`src/rtl/wdt_window.sv`:
```
module wdt_window #(
  parameter int ADDR_W = 3,
  parameter int DATA_W = 32,
  parameter int PSEL_W = 4,
  parameter int PBASE = 3,
  parameter int KEY_W = 16,
  parameter logic [KEY_W-1:0] OPEN_KEY = 16'hABE8
) (
  input  logic              clk,
  input  logic              rst_n,
  input  logic              wr_en,
  input  logic [ADDR_W-1:0] wr_addr,
  input  logic [DATA_W-1:0] wr_data,
  input  logic [ADDR_W-1:0] rd_addr,
  output logic [DATA_W-1:0] rd_data,
  input  logic              evt_in,
  input  logic              dbg_halt,
  input  logic              slp_a,
  input  logic              slp_b,
  output logic              irq,
  output logic              rst_req
);
  localparam int CNT_W = (1 << PSEL_W) + PBASE;
  localparam logic [DATA_W-1:0] CFG_MASK = 32'h0007_3F1F;
  localparam logic [CNT_W-1:0] ONE = 1;
  localparam logic [ADDR_W-1:0] A_CTRL = 0, A_CFG = 1, A_CLR = 2, A_FLG = 3,
                                A_IEN = 4, A_KEY = 5, A_STAT = 6, A_CNT = 7;

  logic              en_q, lock_q, evt_q, rst_q;
  logic [DATA_W-1:0] cfg_q;
  logic [2:0]        flg_q, ien_q;
  logic [CNT_W-1:0]  cnt_q;

  wire              src_ext = cfg_q[0];
  wire              run_a   = cfg_q[1];
  wire              run_b   = cfg_q[2];
  wire              run_dbg = cfg_q[3];
  wire              rst_off = cfg_q[4];
  wire [PSEL_W-1:0] psel    = cfg_q[8 +: PSEL_W];
  wire [1:0]        wsel    = cfg_q[13:12];
  wire [2:0]        msel    = cfg_q[18:16];

  wire run = en_q & ~(dbg_halt & ~run_dbg) & ~(slp_a & ~run_a) & ~(slp_b & ~run_b);
  wire wr_here_clr = wr_en & (wr_addr == A_CLR);
  wire sw_clr  = wr_here_clr & wr_data[0] & ~src_ext;
  wire ext_clr = src_ext & evt_in & ~evt_q;
  wire clr_evt = en_q & (sw_clr | ext_clr);

  wire [CNT_W-1:0] lim     = ONE << (psel + PBASE);
  wire [CNT_W-1:0] warn_pt = ({{(CNT_W-2){1'b0}}, wsel} << (psel + 1)) - ONE;
  wire [CNT_W-1:0] win_pt  = {{(CNT_W-3){1'b0}}, msel} << psel;

  wire step     = run & ~clr_evt;
  wire tout_hit = step & (cnt_q >= lim);
  wire warn_hit = step & (wsel != 2'd0) & (cnt_q == warn_pt);
  wire win_hit  = clr_evt & (msel != 3'd0) & (cnt_q < win_pt);
  wire [2:0] set_v = {win_hit, warn_hit, tout_hit};
  wire [2:0] w1c   = (wr_en && wr_addr == A_FLG) ? wr_data[2:0] : 3'b000;

  assign irq     = |(flg_q & ien_q);
  assign rst_req = rst_q;

  always_ff @(posedge clk or negedge rst_n) begin
    if (!rst_n) begin
      en_q   <= 1'b0;
      lock_q <= 1'b0;
      evt_q  <= 1'b0;
      rst_q  <= 1'b0;
      cfg_q  <= '0;
      flg_q  <= '0;
      ien_q  <= '0;
      cnt_q  <= '0;
    end else begin
      evt_q <= evt_in;
      rst_q <= tout_hit & ~rst_off;
      flg_q <= (flg_q & ~w1c) | set_v;
      if (wr_en && wr_addr == A_IEN) ien_q <= wr_data[2:0];
      if (wr_en && wr_addr == A_KEY) begin
        if (wr_data[KEY_W-1:0] == OPEN_KEY) lock_q <= 1'b0;
        else if (wr_data[KEY_W-1:0] == '0) lock_q <= 1'b1;
      end
      if (wr_en && !lock_q && wr_addr == A_CTRL) en_q <= wr_data[0];
      if (wr_en && !lock_q && wr_addr == A_CFG) cfg_q <= wr_data & CFG_MASK;
      if (!en_q || clr_evt) cnt_q <= '0;
      else if (run) cnt_q <= (cnt_q >= lim) ? '0 : cnt_q + ONE;
    end
  end

  always_comb begin
    rd_data = '0;
    case (rd_addr)
      A_CTRL: rd_data[0] = en_q;
      A_CFG:  rd_data = cfg_q;
      A_FLG:  rd_data[2:0] = flg_q;
      A_IEN:  rd_data[2:0] = ien_q;
      A_STAT: rd_data[0] = lock_q;
      A_CNT:  rd_data[CNT_W-1:0] = cnt_q;
      default: rd_data = '0;
    endcase
  end

  AST_RST_NEEDS_FLAG: assert property (@(posedge clk) disable iff (!rst_n) rst_req |-> flg_q[0]);
  AST_RST_ONE_CYCLE: assert property (@(posedge clk) disable iff (!rst_n) rst_req |=> !rst_req);
  AST_CLEAR_ZEROES: assert property (@(posedge clk) disable iff (!rst_n) clr_evt |=> cnt_q == '0);
  AST_LOCK_KEEPS_CFG: assert property (@(posedge clk) disable iff (!rst_n) lock_q |=> $stable(cfg_q));
  AST_DBG_FREEZE: assert property (@(posedge clk) disable iff (!rst_n)
    (en_q && dbg_halt && !run_dbg && !clr_evt) |=> $stable(cnt_q));
  AST_OFF_IDLE: assert property (@(posedge clk) disable iff (!rst_n) !en_q |=> cnt_q == '0);
endmodule

```
`config.mk`:
```
export PLATFORM = sky130hd
export DESIGN_NAME = wdt_window
export DESIGN_NICKNAME = d
export VERILOG_FILES = /design/src/rtl/wdt_window.sv
export SDC_FILE = /design/constraint.sdc
export NUM_CORES = 1
export LEC_CHECK = 0
export CORE_MARGIN = 2
export CORE_UTILIZATION = 43
export DETAILED_ROUTE_END_ITERATION = 10
export GPL_ROUTABILITY_DRIVEN = 0
export PLACE_DENSITY = 0.68
export SETUP_SLACK_MARGIN = 0.15
export SYNTH_ARGS = -nofsm -noshare
export SYNTH_HDL_FRONTEND = slang
export SYNTH_SLANG_ARGS = --single-unit
```
`constraint.sdc`:
```
create_clock -name clk -period 3.93 [get_ports clk]
set_clock_uncertainty 0.1 [all_clocks]
set_input_delay 1.179 -clock clk [delete_from_list [all_inputs] [get_ports clk]]
set_output_delay 1.179 -clock clk [all_outputs]
set_load 0.03 [all_outputs]
```
---- Word level (Yosys, flattened, before mapping) ----
Index checks and enable logic that the tools add are counted.
cells by class
  add/sub/neg operators ................... 4
  reduce and logical (&&, ||, !) cells .... 18
  muxes and demuxes ....................... 9
  shift operators ......................... 3
  bitwise operators ....................... 34
  order comparisons ....................... 2
  equal/unequal tests ..................... 12
operators with widths
  operator                                              number
  2-to-1 mux 19 bit                                     3
  one-hot mux 16 bit (2 select lines)                   1
  adder 19 x 1 -> 19 bit (second input constant)        1
  AND 1 bit                                             19
  equality test 19 bit                                  1
  >= comparator 19 bit                                  1
  < comparator 19 bit                                   1
  << shifter 1 x 5 -> 19 bit (first input constant)     1
  << shifter 2 x 5 -> 19 bit                            1
  << shifter 3 x 4 -> 19 bit                            1
  subtractor 19 x 1 -> 19 bit (second input constant)   1
  equality test 16 bit (second input constant)          1
  zero test 16 bit                                      1
  equality test 3 bit (second input constant)           5
  NOT 1 bit                                             10
  equality test 3 x 2 -> 1 bit (second input constant)  3
  one-hot mux 2 bit (4 select lines)                    1
  AND 3 bit                                             2
  equality test 3 x 1 -> 1 bit (second input constant)  2
  logical AND 1 bit                                     6
  zero test 3 bit                                       2
  one-hot mux 1 bit (6 select lines)                    1
  nonzero test 2 bit                                    3
  adder 4 x 1 -> 5 bit (second input constant)          1
  11 further kinds                                      13
storage, ports and cells
  input port bits ......................... 45
  flip-flop bits (word level) ............. 43

---- Depth between registers and ports, before layout ----
Gate-level depths: netlist (run 1).
  depth in word-level cells ............... 11
  mapped depth ............................ 20
  gate-level depth less buffers ........... 16

---- Worst setup path after synthesis (run 1) ----
No wires, ideal clock.
  kind .................................... in2out
  from .................................... input port rd_addr[2]
  to ...................................... output port rd_data[16]
  stages .................................. 6
  path buffers ............................ 3
  arrival time ............................ 2.657 ns
  setup slack ............................. -0.006 ns
  required time ........................... 2.651 ns
  cell sequence ........................... clkbuf_1 > and2_1 > clkbuf_1 > clkbuf_1 > a22oi_1 > nor2b_1
on the way
  cells in the longest elaborated chain, start to end .. 2
  elaborated cells between the ends (all ways) .. 3
ends and longest elaborated chain
  what                                                                        line  source
  start: declaration                                                          14    input logic [ADDR_W-1:0] rd_addr,
  equality test 3 bit / equality test 3 x 1 -> 1 bit (equally long branches)  91    case (rd_addr)
  one-hot mux 16 bit (2 select lines) (*)                                     91
  end: declaration                                                            15    output logic [DATA_W-1:0] rd_data,
Mark *: on every way between the ends. The rest lies on a longest branch, timed or not.

---- Final worst setup path (run 1) ----
  from .................................... input port rd_addr[0]
  to ...................................... output port rd_data[2]
on the way
  cells in the longest elaborated chain, start to end .. 2
  elaborated cells between the ends (all ways) .. 5
ends and longest elaborated chain
  what                                               line
  equality test 3 bit, or another cell as far along  91
  one-hot mux 2 bit (4 select lines) (*)             91
Marked as above.

==> results of run 1 <==
worst reg2reg max path, delay by kind of cell (launching register included):
family | cells | cell delay, ns
AOI/OAI and AO/OA | 5 | 1.20
buffers and inverters | 3 | 0.46
xor gates and xnor gates | 1 | 0.25
and+or+nand+nor | 2 | 0.71
adders and majority gates | 1 | 0.37
DFF | 1 | 0.42
metal layers:
| metal | wire (µm) | global-route usage, % |
|---|---|---|
| met2 | 7940 | 42.5 |
| met4 | 719 | 12.7 |
| met5 | 0 | 0 |
| met3 | 1250 | 3.18 |
| met1 | 6640 | 31.6 |
final cells by class:
type / count / area, µm² / share of cell area (%)
Clock buffer: 8 / 156 / 2.53
Inverter: 22 / 82.6 / 1.34
Multi-Input combinational cell: 546 / 3880 / 62.8
Sequential cell: 43 / 1080 / 17.4
Tap cell: 147 / 184 / 2.98
Timing Repair Buffer: 93 / 796 / 12.9
metrics by stage:
step,instance area (µm²),cells,hold WS (ns),total power [mW],utilization [%]
after floorplan,5270,669,0.331,1.75,-
after global placement,5910,850,0.372,2.17,49.7
after detailed placement,5910,850,0.371,2.21,49.7
after CTS,6090,858,0.384,2.67,51.1
after global routing,6180,859,0.402,2.90,51.9
final,6180,859,0.383,2.75,51.9
power groups by stage:
stage	clock network (mW)	logic [mW]	registers, mW
floorplan	0	1.19	0.558
global placement	0	1.58	0.585
detailed placement	0	1.62	0.586
CTS	0.446	1.64	0.580
global route	0.460	1.85	0.589
finish	0.441	1.72	0.585
flip-flops by register name, summed over array words and instances, names as in the netlist:
register	count
cnt_q	19
lock_q	1
ien_q	3
evt_q	1
cfg_q	14
flg_q	3
rst_req	1
en_q	1
repair_timing:
item                       in CTS  in global routing
hold buffers                    0                  0
setup buffers                   0                  1
setup endpoints to repair      28                 15
pin swaps                       0                  1
gates resized for setup        12                 22
kinds of logic after synthesis:
kind of cell | count (synthesis)
AND/OR/NAND/NOR | 265
AO/OA/AOI/OAI | 171
buffers and inverters | 80
adder cells (fa/ha/maj) | 44
flip-flops | 43
multiplexers | 30
XOR/XNOR | 23
other | 1
synth_stat cells (3+ instances only):
library cell	n
mux2i_1	8
a22oi_1	14
o22ai_1	5
nor2_1	34
dfrtp_1	43
nor3b_1	6
mux2_2	21
a21o_1	10
xnor2_1	12
nor3_1	13
a32o_1	3
nand3_1	23
nand2_1	91
o41ai_1	4
buf_4	15
o21a_1	10
clkbuf_1	30
o21ai_0	22
a21oi_1	28
nand4_1	9
o31a_1	3
nand3b_1	6
o31ai_1	3
inv_1	21
o211ai_1	11
xor2_1	9
nand2b_1	3
o21ai_1	3
buf_2	6
ha_1	44
a31oi_1	14
a32oi_1	5
and2_1	9
and3_1	20
a22o_1	4
nor2b_1	28
buf_6	5
worst paths after layout:
| kind | depth (start not counted) | start | to | slack, ns |
|---|---|---|---|---|
| max in group asynchronous | 1 | rst_n | cfg_q[8]$_DFFE_PN0P_ | 2.07 |
| min in group asynchronous | 1 | rst_n | cnt_q[6]$_DFFE_PN0P_ | 0.96 |
| setup reg to reg | 12 | cfg_q[8]$_DFFE_PN0P_ | flg_q[1]$_DFF_PN0_ | 0.29 |
| hold reg to reg | 1 | cfg_q[4]$_DFFE_PN0P_ | rst_req$_DFF_PN0_ | 0.38 |
| hold / removal | 1 | cfg_q[4]$_DFFE_PN0P_ | rst_req$_DFF_PN0_ | 0.38 |
| setup / recovery | 5 | rd_addr[0] | rd_data[2] | 0.23 |
==> results.cfg, run 1 <==
[floorplan]
fp-row-count = 40
die_x_um = 114
start_util_pct = 43.8
core_area_um2 = 11900
fp.dieH_um = 114
ios = 79
fp.dieArea_um2 = 13000

[cells_and_area]
syn_to_final_growth_pct = 18.5
final_common_cell = nand2_1
final_cell_mix = nand2_1 (90), buf_4 (55), ha_1 (43), dfrtp_1 (42), nor2_1 (31)
diodes = 0
final_nets = 800
fillers = 1120
drive_gt1_share_pct = 19.4

[placed_design]
io_buffer_count = 52
dp_slack_ns = -0.282
dpl.hpwl_um = 12600

[yosys]
ys_warn_count = 0
avgSynthCellArea_um2 = 7.94
synth_area_leader_cell = dfrtp_1
synth_cells = 657
synth_top_family_by_area = simple AND/OR/NAND/NOR gates
synth_area_um2 = 5210
synth-simple-area-share_pct = 26.5
synth_edf_count = 0
synth_mux_area_share_pct = 6.50
synthFlopType = dfrtp_1
synthXorXnorAreaFrac_pct = 4.37
yosys-top-cells-area = dfrtp_1 (21%), ha_1 (11%), nand2_1 (6.6%)
synth_seq_cells = 43
synth.distinct_cells = 85
synth_compound_area_share_pct = 23.7
ys_seq_area_share_pct = 20.6
synth_top_area_share_pct = 20.6
synthArstFlopShare_pct = 100
synth_fa_ha_area_share_pct = 10.6

[clocking]
ctsLongestPathBuffers = 2
clockRootBuffer = clkbuf_16
h-tree-depth = 2
numCtsBuffers = 5
numClockSinks = 43
insertion_delay_ns = 0.29
cts_tree = built
path_clk_slew_ns = 0.06

[critical_path]
path_delay_family = buffers and inverters
critPathBufInv = 3
critical_path_arrival_ns = 2.42
worstSetupEndpointType = output port
critical_path_required_ns = 2.65
criticalPathCategory = primary input to output port
cpMostUsedCell = buf_4
cp_max_fo = 19
path_cells = clkdlybuf4s50_1 > buf_4 > nor3b_2 > a22o_1 > buf_4
crit_path_start_kind = primary input
cp_slowest_stage_delay_ns = 0.54
cp_slowest_cell = clkdlybuf4s50_1

[global_route]
antenna_found_initial = 0
grt.total_usage_pct = 25.2
grt_pass1_wl_um = 26200
grt_max_degree = 44
overflow = 0
grt_pass1_vias = 5209

[sta]
setup_viol = 0
hold_violations = 0
worst_slew_pin_slew_ns = 1.00
slew_viol_final = 0
rsz0062_at_grt = false
fmax_mhz = 270
setup_ws_ns = 0.228
final.setup.tns_ns = 0
relSlewSlack_pct = 33.1
fin_crit_sh_pct = 94.2
finalCriticalPeriod_ns = 3.70

[run]
maxCapViolCount = 0

[power]
pwr-share-seq_pct = 21.3
p_int_mw = 1.48
ir_worst_vdd_uv = 394
switching_share_pct = 46.3
p_sw_mw = 1.27
powerDensity_nw_per_um2 = 445
p_leak_nw = 2.75
clkPwrFrac_pct = 16.0
power_frac_comb_pct = 62.7

[drt]
routed_wl_um = 16500
drt_iter0_markers = 432
routed_via_density = 6.28
routedWlPerCell_um = 19.3
detail-route-antenna-nets = 0
drc = 0
drtPass1Iterations = 6
vias = 5397

[status]
outcome = completed

[worst_hold_path]
hold_path.class = flip-flop to flip-flop
Note: power is estimated with default switching activity, not from simulation.
==> run 2, diff against run 1 <==
--- a/config.mk
+++ b/config.mk
@@ -7,6 +7,7 @@
 export LEC_CHECK = 0
 export CORE_MARGIN = 2
 export CORE_UTILIZATION = 43
+export CTS_CLUSTER_SIZE = 25
 export DETAILED_ROUTE_END_ITERATION = 10
 export GPL_ROUTABILITY_DRIVEN = 0
 export PLACE_DENSITY = 0.68
==> results of run 2 <==
Final layout, timing and power as in run 1 (identical DEF).
